[config.mk]
export PLATFORM = sky130hd
export DESIGN_NAME = scan_list_seq
export DESIGN_NICKNAME = d
export VERILOG_FILES = /design/src/rtl/scanseq_pkg.sv /design/src/rtl/scanseq_list.sv /design/src/rtl/scanseq_ptr.sv /design/src/rtl/scanseq_out.sv /design/src/rtl/scan_list_seq.sv
export SDC_FILE = /design/constraint.sdc
export NUM_CORES = 1
export LEC_CHECK = 0
export BUFFER_PORTS_ARGS = -buffer_cell sky130_fd_sc_hd__clkbuf_2
export CORE_MARGIN = 4
export CORE_UTILIZATION = 60
export DETAILED_ROUTE_END_ITERATION = 8
export PLACE_DENSITY = 0.77
export SLEW_MARGIN = 20
export SYNTH_ARGS = -nofsm -noshare
export SYNTH_HDL_FRONTEND = slang
export SYNTH_SLANG_ARGS = --single-unit
[constraint.sdc]
create_clock -name clk -period 2.5 [get_ports clk]
set_clock_uncertainty 0.2 [all_clocks]
set_input_delay 0.25 -clock clk [delete_from_list [all_inputs] [get_ports clk]]
set_output_delay 0.25 -clock clk [all_outputs]
set_load 0.005 [all_outputs]
[src/rtl/scanseq_pkg.sv]
package scanseq_pkg;
  localparam int CHAN_W   = 4;
  localparam int GAIN_W   = 2;
  localparam int LAST_BIT = 4;
  localparam int GAIN_LSB = 6;

  typedef struct packed {
    logic [GAIN_W-1:0] gain;
    logic              last;
    logic [CHAN_W-1:0] chan;
  } scan_entry_t;
endpackage

[src/rtl/scanseq_list.sv]
module scanseq_list
  import scanseq_pkg::*;
#(
  parameter int DEPTH = 16,
  localparam int IDX_W = $clog2(DEPTH)
) (
  input  logic             clk,
  input  logic             rst_n,
  input  logic             wr_en,
  input  logic [IDX_W-1:0] wr_idx,
  input  scan_entry_t      wr_entry,
  input  logic [IDX_W-1:0] rd_idx,
  output scan_entry_t      rd_entry
);
  scan_entry_t slot_q [DEPTH];

  for (genvar i = 0; i < DEPTH; i++) begin : g_slot
    always_ff @(posedge clk) begin
      if (!rst_n)
        slot_q[i] <= '0;
      else if (wr_en && wr_idx == IDX_W'(i))
        slot_q[i] <= wr_entry;
    end
  end

  assign rd_entry = slot_q[rd_idx];

  // a stored word is read back from its slot on the next cycle
  assert_fill_R2: assert property (@(posedge clk) disable iff (!rst_n)
    wr_en |=> (rd_idx != $past(wr_idx)) || (rd_entry == $past(wr_entry)));
endmodule

[src/rtl/scanseq_ptr.sv]
module scanseq_ptr #(
  parameter int DEPTH = 16,
  localparam int IDX_W = $clog2(DEPTH),
  localparam logic [IDX_W-1:0] TOP_IDX = IDX_W'(DEPTH - 1)
) (
  input  logic             clk,
  input  logic             rst_n,
  input  logic             load,
  input  logic [IDX_W-1:0] load_val,
  input  logic             step,
  input  logic             last,
  output logic [IDX_W-1:0] ptr
);
  always_ff @(posedge clk) begin
    if (!rst_n)
      ptr <= '0;
    else if (load)
      ptr <= load_val;
    else if (step)
      ptr <= (last || ptr == TOP_IDX) ? '0 : ptr + 1'b1;
  end

  assert_load_R10: assert property (@(posedge clk) disable iff (!rst_n)
    load |=> ptr == $past(load_val));
  assert_rewind_R5: assert property (@(posedge clk) disable iff (!rst_n)
    (step && !load && last) |=> ptr == '0);
  assert_wrap_R7: assert property (@(posedge clk) disable iff (!rst_n)
    (step && !load && ptr == TOP_IDX) |=> ptr == '0);
  assert_hold_R8: assert property (@(posedge clk) disable iff (!rst_n)
    (!step && !load) |=> $stable(ptr));
endmodule

[src/rtl/scanseq_out.sv]
module scanseq_out
  import scanseq_pkg::*;
(
  input  logic              clk,
  input  logic              rst_n,
  input  logic              trig,
  input  scan_entry_t       entry,
  input  logic              scan_en,
  input  logic              multi_en,
  input  logic              at_first,
  output logic              sel_valid,
  output logic [CHAN_W-1:0] sel_chan,
  output logic [GAIN_W-1:0] sel_gain,
  output logic              scan_start,
  output logic              scan_end
);
  always_ff @(posedge clk) begin
    if (!rst_n) begin
      sel_valid  <= 1'b0;
      sel_chan   <= '0;
      sel_gain   <= '0;
      scan_start <= 1'b0;
      scan_end   <= 1'b0;
    end else begin
      sel_valid  <= trig;
      scan_end   <= trig && scan_en && entry.last;
      scan_start <= trig && scan_en && multi_en && at_first;
      if (trig) begin
        sel_chan <= entry.chan;
        sel_gain <= entry.gain;
      end
    end
  end

  assert_end_with_valid_R6: assert property (@(posedge clk) disable iff (!rst_n)
    scan_end |-> sel_valid);
  assert_start_with_valid_R9: assert property (@(posedge clk) disable iff (!rst_n)
    scan_start |-> sel_valid);
  assert_quiet_single_R8: assert property (@(posedge clk) disable iff (!rst_n)
    (trig && !scan_en) |=> (!scan_end && !scan_start));
  assert_sel_stable_R4: assert property (@(posedge clk) disable iff (!rst_n)
    !trig |=> ($stable(sel_chan) && $stable(sel_gain)));
endmodule

[src/rtl/scan_list_seq.sv]
module scan_list_seq
  import scanseq_pkg::*;
#(
  parameter int DEPTH  = 16,
  parameter int WORD_W = 16,
  localparam int IDX_W = $clog2(DEPTH)
) (
  input  logic              clk,
  input  logic              rst_n,
  input  logic              idx_wr,
  input  logic [IDX_W-1:0]  idx_data,
  input  logic              ent_wr,
  input  logic [WORD_W-1:0] ent_data,
  input  logic              scan_en,
  input  logic              multi_en,
  input  logic              conv_trig,
  output logic              sel_valid,
  output logic [CHAN_W-1:0] sel_chan,
  output logic [GAIN_W-1:0] sel_gain,
  output logic              scan_start,
  output logic              scan_end
);
  scan_entry_t      wr_entry;
  scan_entry_t      cur_entry;
  logic [IDX_W-1:0] idx_q;

  assign wr_entry.chan = ent_data[CHAN_W-1:0];
  assign wr_entry.last = ent_data[LAST_BIT];
  assign wr_entry.gain = ent_data[GAIN_LSB +: GAIN_W];

  scanseq_list #(.DEPTH(DEPTH)) u_list (
    .clk      (clk),
    .rst_n    (rst_n),
    .wr_en    (ent_wr),
    .wr_idx   (idx_q),
    .wr_entry (wr_entry),
    .rd_idx   (idx_q),
    .rd_entry (cur_entry)
  );

  scanseq_ptr #(.DEPTH(DEPTH)) u_ptr (
    .clk      (clk),
    .rst_n    (rst_n),
    .load     (idx_wr),
    .load_val (idx_data),
    .step     (conv_trig && scan_en),
    .last     (cur_entry.last),
    .ptr      (idx_q)
  );

  scanseq_out u_out (
    .clk        (clk),
    .rst_n      (rst_n),
    .trig       (conv_trig),
    .entry      (cur_entry),
    .scan_en    (scan_en),
    .multi_en   (multi_en),
    .at_first   (idx_q == '0),
    .sel_valid  (sel_valid),
    .sel_chan   (sel_chan),
    .sel_gain   (sel_gain),
    .scan_start (scan_start),
    .scan_end   (scan_end)
  );
endmodule

**Word level (Yosys, flattened, before mapping)**

Memory sizes are Yosys's and may differ from the RTL's. A register that Yosys moved wholly into a read port is not among the register bits.
Index checks and enable logic that the tools add are counted.

- Memories kept: 1
- Output and inout port bits: 9
- Memory bits (writable): 112
- Logic and storage cells: 132
- Flip-flop bits (word level): 13

- Add/subtract/negate cells: 1
- Reduce and logical (&&, ||, !) cells: 23
- Eq/ne operators: 15
- Muxes and demuxes: 70
- Bitwise operators: 16

Memory list:

| name | words | bits a word | read ports | clocked after Yosys merged registers in | write ports | line | text |
|---|---|---|---|---|---|---|---|
| u_list.slot_q | 16 | 7 | 1 | 1 | 16 | scanseq_list.sv:15 | `scan_entry_t slot_q [DEPTH];` |

Operators by type and width:

| operator | count |
|---|---|
| two-way mux 7 bit | 16 |
| two-way mux 1 bit | 49 |
| equality test 4 bit (second input constant) | 8 |
| logical AND 1 bit | 20 |
| two-way mux 4 bit | 5 |
| equality test 4 x 3 -> 1 bit (second input constant) | 4 |
| bitwise OR 1 bit | 16 |
| equality test 4 x 2 -> 1 bit (second input constant) | 2 |
| adder 4 x 1 -> 4 bit (second input constant) | 1 |
| equality test 4 x 1 -> 1 bit (second input constant) | 1 |
| logical NOT 4 bit | 1 |
| nonzero test 2 bit | 1 |
| logical OR 1 bit | 1 |

**Logic depth before layout (Yosys ltp)**

Gate-level depths: netlist (run 1).

- Depth after elaboration: 7
- Depth in mapped cells: 7
- Mapped depth without buffers: 5

**Modules after synthesis**

Synthesis (run 1) repeated with hierarchy kept, for this count alone.

- Cell total of the unflattened synthesis: 397
- Area total of the unflattened synthesis: 5835.6 µm²

Modules (own cells, without submodules):

| module | seq. area each (µm²) | times used | cells each | area each (µm²) |
|---|---|---|---|---|
| scanseq_list | 3363.2 | 1 | 339 | 5245.0 |
| scanseq_out | 180.2 | 1 | 28 | 316.6 |
| scanseq_ptr | 80.1 | 1 | 28 | 255.2 |
| scan_list_seq | 0.0 | 1 | 2 | 18.8 |

**Worst setup path after synthesis (run 1)**

No wires, ideal clock.

- Path kind: reg-to-reg
- From: register u_ptr.ptr[3]
- To: memory u_list.slot_q[3][0] in the netlist's numbering, enable pin
- Arrival: 1.328 ns
- Required time: 1.919 ns
- Path buffers: 1
- Stages on the path, launching flop included: 4
- Clock period less this slack: 1.908 ns
- Library setup time: 0.381 ns
- Setup slack: 0.592 ns
- Cell sequence: dfxtp_1 > clkbuf_1 > or2_2 > o21ai_0

RTL lines:

| element | line | text |
|---|---|---|
| start, declared | scanseq_ptr.sv:12 | `output logic [IDX_W-1:0] ptr` |
| start signal, assigned | scanseq_ptr.sv:18 | `ptr <= load_val;` |
| start signal, assigned | scanseq_ptr.sv:20 | `ptr <= (last \|\| ptr == TOP_IDX) ? '0 : ptr + 1'b1;` |
| end, declared | scanseq_list.sv:15 |  |

==> results.toml, run 1 <==
[outcome]
status = "finished clean"

[routing]
drc = 0
ant_nets = 0
first_pass_iters = 4
totalWireLength_um = 13000
drtIter0Drc = 197
vias = 3704
wl_per_cell_um = 20.3
vias_per_cell = 5.80

[clock_tree]
clkSlewWorstSetupHoldPaths_ns = 0.06
cts_tree = "done"
cts_buffer_depth = 2
cts_buffers = 17
clockRootBuffer = "clkbuf_8"
clock_latency_ns = 0.52
clock-sinks = 129
h-tree-depth = 4

[worst_hold_path]
hold_path_class = "primary input to flip-flop"

[synthesis]
synth-seq-cells = 129
synth_area_per_cell_um2 = 13.4
syn_nets = 470
seq_area_frac_synth = 0.628
synth_area_um2 = 5900
yosys.area.top_type_share = 0.570
yosysTopAreaCell = "edfxtp_1"
synth_edf_count = 112
synth.most_common_cell = "and2_1"
yosys_warnings = 0
yosysUniqueCellTypes = 35
syn_inst = 439
yosys_most_used_dff = "edfxtp_1"
synth_common_cells = "and2_1, edfxtp_1, mux2i_1, o21ai_0, nand2_1"
async_flop_share = 0
synthTopCellsByArea = "edfxtp_1, and2_1, mux2i_1, dfxtp_1, mux4_2"

[placed_design]
gp_congestion = 0.892
port_buffers = 26
detailed_place.area_um2 = 6260
dp.final_hpwl_um = 8440

[worst_setup_path]
slowest_stage = "o21ai_0"
crit_required_ns = 2.43
crit_path_max_fanout = 7
crit_family = "compound AO/OA/AOI/OAI gates"
critPathKind = "flip-flop to flip-flop"
cp.arrival_ns = 2.19
startpoint_type = "flip-flop"
cp_num_buf_inv = 2
crit_chain = "inv_1 -> ha_1 -> nand2_1 -> buf_4 -> o21ai_0"
max_stage_delay_ns = 0.78
end_kind = "flip-flop"

[layout]
nNetsFinal = 528
syn2layout_area_growth_pct = 17.8
design_area_um2 = 6950
fin_util = 0.738
drive_gt1_frac = 0.182
multi_input_area_um2 = 2060
n_antenna_cell = 0
fillers = 603
seq_area_um2 = 3700

[sta]
fin_setup_tns_ns = 0
finalSetupViolCount = 0
period_minus_slack_ns = 2.26
fmax_ghz = 0.443
worst_slew_pin_slew_ns = 0.988
slew_headroom = 0.334
rsz0062_at_grt = "false"
slew_violations = 0
whs_ns = 0.0127
hold_viol = 0
fin_crit_sh = 0.903

[floorplanning]
core_area_um2 = 9420
start_util = 0.627
core.rowCount = 35
die_area_um2 = 11500
io_pins = 36
die_w_um = 107
die_h_um = 107

[pwr]
total_power_uw = 5410
p_leak_uw = 0.00261
ir_drop_mv = 0.527
power_density_nw_per_um2 = 778

[global_route]
grt_use_total = 0.245
grt_pass1_wl_um = 20500
grt_pass1_vias = 3849
grt_max_degree = 19
antenna_found_initial = 0
overflow = 0

[job]
cap_violations = 0
## cell families after synthesis
group,share of synthesized area
AO/OA/AOI/OAI,0.0626
XOR/XNOR,0.00297
adder cells (fa/ha/maj),0.00848
buffers and inverters,0.0231
flip-flops,0.628
multiplexers,0.109
AND/OR/NAND/NOR,0.166
## sequential cells by signal (all words and copies together) (netlist names), named ones only
name / cells
u_out.sel_chan: 4
u_list.slot_q: 112
u_out.sel_valid: 1
u_out.scan_end: 1
u_out.sel_gain: 2
u_out.scan_start: 1
u_ptr.ptr: 4
## what timing repair did
item,4_1_cts,5_1_grt
setup buffers,0,0
hold buffers,10,0
setup endpoints to repair,0,0
resized for setup,0,0
hold endpoints to repair,11,0
## metrics by stage
stage	instances	worst slack, ns
5_1_grt	639	0.0793
2_1_floorplan	439	0.592
3_3_place_gp	597	0.222
3_5_place_dp	597	0.185
4_1_cts	639	0.178
6_report	639	0.244
## report_power, final
part | switching [µW] | internal (µW) | total (µW) | leakage, µW
registers | 51.5 | 2440 | 2490 | 0.00130
logic | 257 | 183 | 440 | 0.00103
clock network | 867 | 1610 | 2480 | 0.000283
## cells in the final DEF, fill, tap and decap left out, drive strengths merged, types with 4 or more instances in the layout
master and count:
and2 114, edfxtp 112, clkbuf 47, mux2i 45, buf 25, o21ai 22, nand2 20, nor2 18
dfxtp 17, a22oi 12, dlygate4sd3 10, mux4 8, a2bb2oi 6, a32oi 6, clkinv 5, inv 4
a21oi 4, o32ai 4, ha 4, bufinv 4, or2 4
## path summary, 6_finish.rpt
kind	startpoint	end	slack, ns	cells past startpoint
max	u_ptr.ptr[0]	u_list.slot_q[10][3]	0.24	5
min	idx_wr	u_ptr.ptr[1]	0.01	3
max reg2reg	u_ptr.ptr[0]	u_list.slot_q[10][3]	0.24	5
min reg2reg	u_out.sel_chan[3]	u_out.sel_chan[3]	0.28	2
## worst reg2reg max path, stage by stage, from the launching register on
cell,delay [ns]
dfxtp_1,0.36
inv_1,0.13
ha_1,0.16
nand2_1,0.10
buf_4,0.16
o21ai_0,0.78
## per-layer routing
| metal | track usage | vias up | wire, µm | part of all wire |
|---|---|---|---|---|
| met5 | 0 | - | 0 | 0 |
| li1 | - | 1719 | - | - |
| met2 | 0.418 | 124 | 6850 | 0.53 |
| met1 | 0.302 | 1837 | 5320 | 0.41 |
| met3 | 0.0446 | 24 | 474 | 0.036 |
| met4 | 0.117 | 0 | 340 | 0.026 |
## final cells by class
| class | instances | area share |
|---|---|---|
| Multi-Input combinational cell | 284 | 0.296 |
| Sequential cell | 129 | 0.533 |
| Timing Repair Buffer | 61 | 0.0601 |
| Clock buffer | 21 | 0.0617 |
| Inverter | 4 | 0.00216 |
| Tap cell | 129 | 0.0232 |
| Clock inverter | 11 | 0.0234 |
(Power assumes the default switching activity.)
==> run 2, diff against run 1 <==
Settings changed: GPL_TIMING_DRIVEN set to 0.
==> run 2 against run 1 <==
  * Core utilization grew 0.29 points
  * Critical path depth up 1
  * Total power increased by 1.3%
  * Largest power group is now clock
  * Global-route usage is 1.7 points higher
  * First-iteration DRC count rose by 100%
  * Combinational power up 5.2%
  * Routed wire length grew 8.0%
  * Cell count is 0.63% higher
  * Die area unchanged
  * Non-clock buffer count grew 4
==> results.toml, run 2 (synthesis gave the netlist of run 1 again) <==
[layout]
final_cell_mix = "and2_1, edfxtp_1, mux2i_1"
largest_reg_flops = 112
mostFrequentLayoutCell = "and2_1"
reg_top3 = "u_list.slot_q: 112 flops, u_out.sel_chan: 4 flops, u_ptr.ptr: 4 flops"
multi_input_area_um2 = 2060
seq_area_um2 = 3700
fillers = 609
nNetsFinal = 532
syn2layout_area_growth_pct = 18.3
n_antenna_cell = 0
fin_util = 0.741
regMostFlops = "u_list.slot_q"
drive_gt1_frac = 0.150

[clock_tree]
h-tree-depth = 4
ctsHoldBuffers = 19
cts_setup_buffers = 0
clkSlewWorstSetupHoldPaths_ns = 0.06
clock-sinks = 129
cts_buffers = 17
cts_resized = 0
clock_latency_ns = 0.52
clockRootBuffer = "clkbuf_8"
cts_tree = "done"
cts_buffer_depth = 2

[worst_hold_path]
hold_path_class = "primary input to flip-flop"

[pwr]
switching_share = 0.227
pwr-share-seq = 0.452
p_comb_frac = 0.084
power_density_nw_per_um2 = 786
ir_drop_mv = 0.568
intPower_uw = 4240
p_leak_uw = 0.00260
power_switching_uw = 1240
power_frac_clock = 0.463

[placed_design]
port_buffers = 24
dp.final_hpwl_um = 9210
gp_congestion = 0.852
dp_slack_ns = 0.102

[worst_setup_path]
crit_chain = "clkbuf_1 -> and3b_1 -> a21oi_1 -> dlygate4sd3_1 -> o32ai_1 -> dlygate4sd3_1"
path_common_cell = "dlygate4sd3_1"
startpoint_type = "flip-flop"
end_kind = "flip-flop"
max_stage_delay_ns = 0.59
cp.arrival_ns = 2.70
crit_required_ns = 2.76
crit_path_max_fanout = 9
slowest_stage = "dlygate4sd3_1"
critPathKind = "flip-flop to flip-flop"

[floorplanning]
die_h_um = 107
start_util = 0.627
io_pins = 36
core_area_um2 = 9420
die_area_um2 = 11500
die_w_um = 107
core.rowCount = 35

[sta]
period_minus_slack_ns = 2.44
finalSetupViolCount = 0
hold_viol = 0
timing.final.ws_setup_ns = 0.0596
slew_violations = 0
fin_crit_sh = 0.976
rsz0062_at_grt = "false"
slew_headroom = 0.258
fmax_ghz = 0.410
fin_setup_tns_ns = 0
worst_slew_pin_slew_ns = 1.10

[routing]
totalWireLength_um = 14000
drc = 0
vias = 3821
drtIter0Drc = 400
ant_nets = 0
vias_per_cell = 5.94
first_pass_iters = 5
wl_per_cell_um = 21.8

[job]
cap_violations = 0

[global_route]
grt_max_degree = 17
grt_pass1_wl_um = 21700
grt_use_total = 0.262
grt_pass1_vias = 3815
antenna_found_initial = 0
overflow = 0

[outcome]
status = "finished clean"
==> run 2: cell count changes in the layout (fill, tap and decap cells not counted), sizes merged <==
cell and delta:
clkinvlp -1, inv +1, dlygate4sd3 +9, buf -14
clkbuf +6, clkinv +3
==> run 2: final timing paths <==
path	from	end	slack, ns	cells past startpoint
setup reg to reg	u_ptr.ptr[2]	flip-flop	0.06	6
hold / removal	idx_wr	flip-flop	0.04	3
hold reg to reg	u_out.sel_chan[3]	u_out.sel_chan[3]	0.28	2
setup / recovery	u_ptr.ptr[2]	flip-flop	0.06	6
==> run 2: power by group through the flow <==
| stage | clock network (µW) | registers, µW | logic, µW |
|---|---|---|---|
| 2_1_floorplan | 0 | 2510 | 278 |
| 3_3_place_gp | 0 | 2520 | 419 |
| 3_5_place_dp | 0 | 2520 | 427 |
| 4_1_cts | 2540 | 2480 | 454 |
| 5_1_grt | 2640 | 2490 | 495 |
| 6_report | 2540 | 2480 | 463 |
==> run 2: worst max-delay path: cells and delay by family (launching register included) <==
family	cells	cell delay, ns
DFF	1	0.30
AOI/OAI and AO/OA	2	0.17
buffers and inverters	3	1.49
and+or+nand+nor	1	0.22
==> run 2: final cells by class <==
cell class | instances | area share
timing repair buffer | 43 | 0.0445
clock buffer | 18 | 0.0599
inverter | 4 | 0.00215
multi-input combinational | 284 | 0.295
tap | 129 | 0.0231
buffer | 22 | 0.0174
sequential | 129 | 0.531
clock inverter | 14 | 0.0271
==> run 2: per-layer routing <==
layer,GRT usage,part of all wire
met1,0.355,0.42
met4,0.0922,0.020
met2,0.425,0.49
met5,0,0
met3,0.0500,0.070
==> run 2: through the flow <==
step,total power (µW),std cells,hold WS [ns],cell area (µm²)
2_1_floorplan,2790,439,0.175,5900
3_3_place_gp,2940,592,0.267,6180
3_5_place_dp,2950,592,0.255,6180
4_1_cts,5470,643,0.0159,6980
5_1_grt,5630,643,0.0448,6980
6_report,5480,643,0.0370,6980
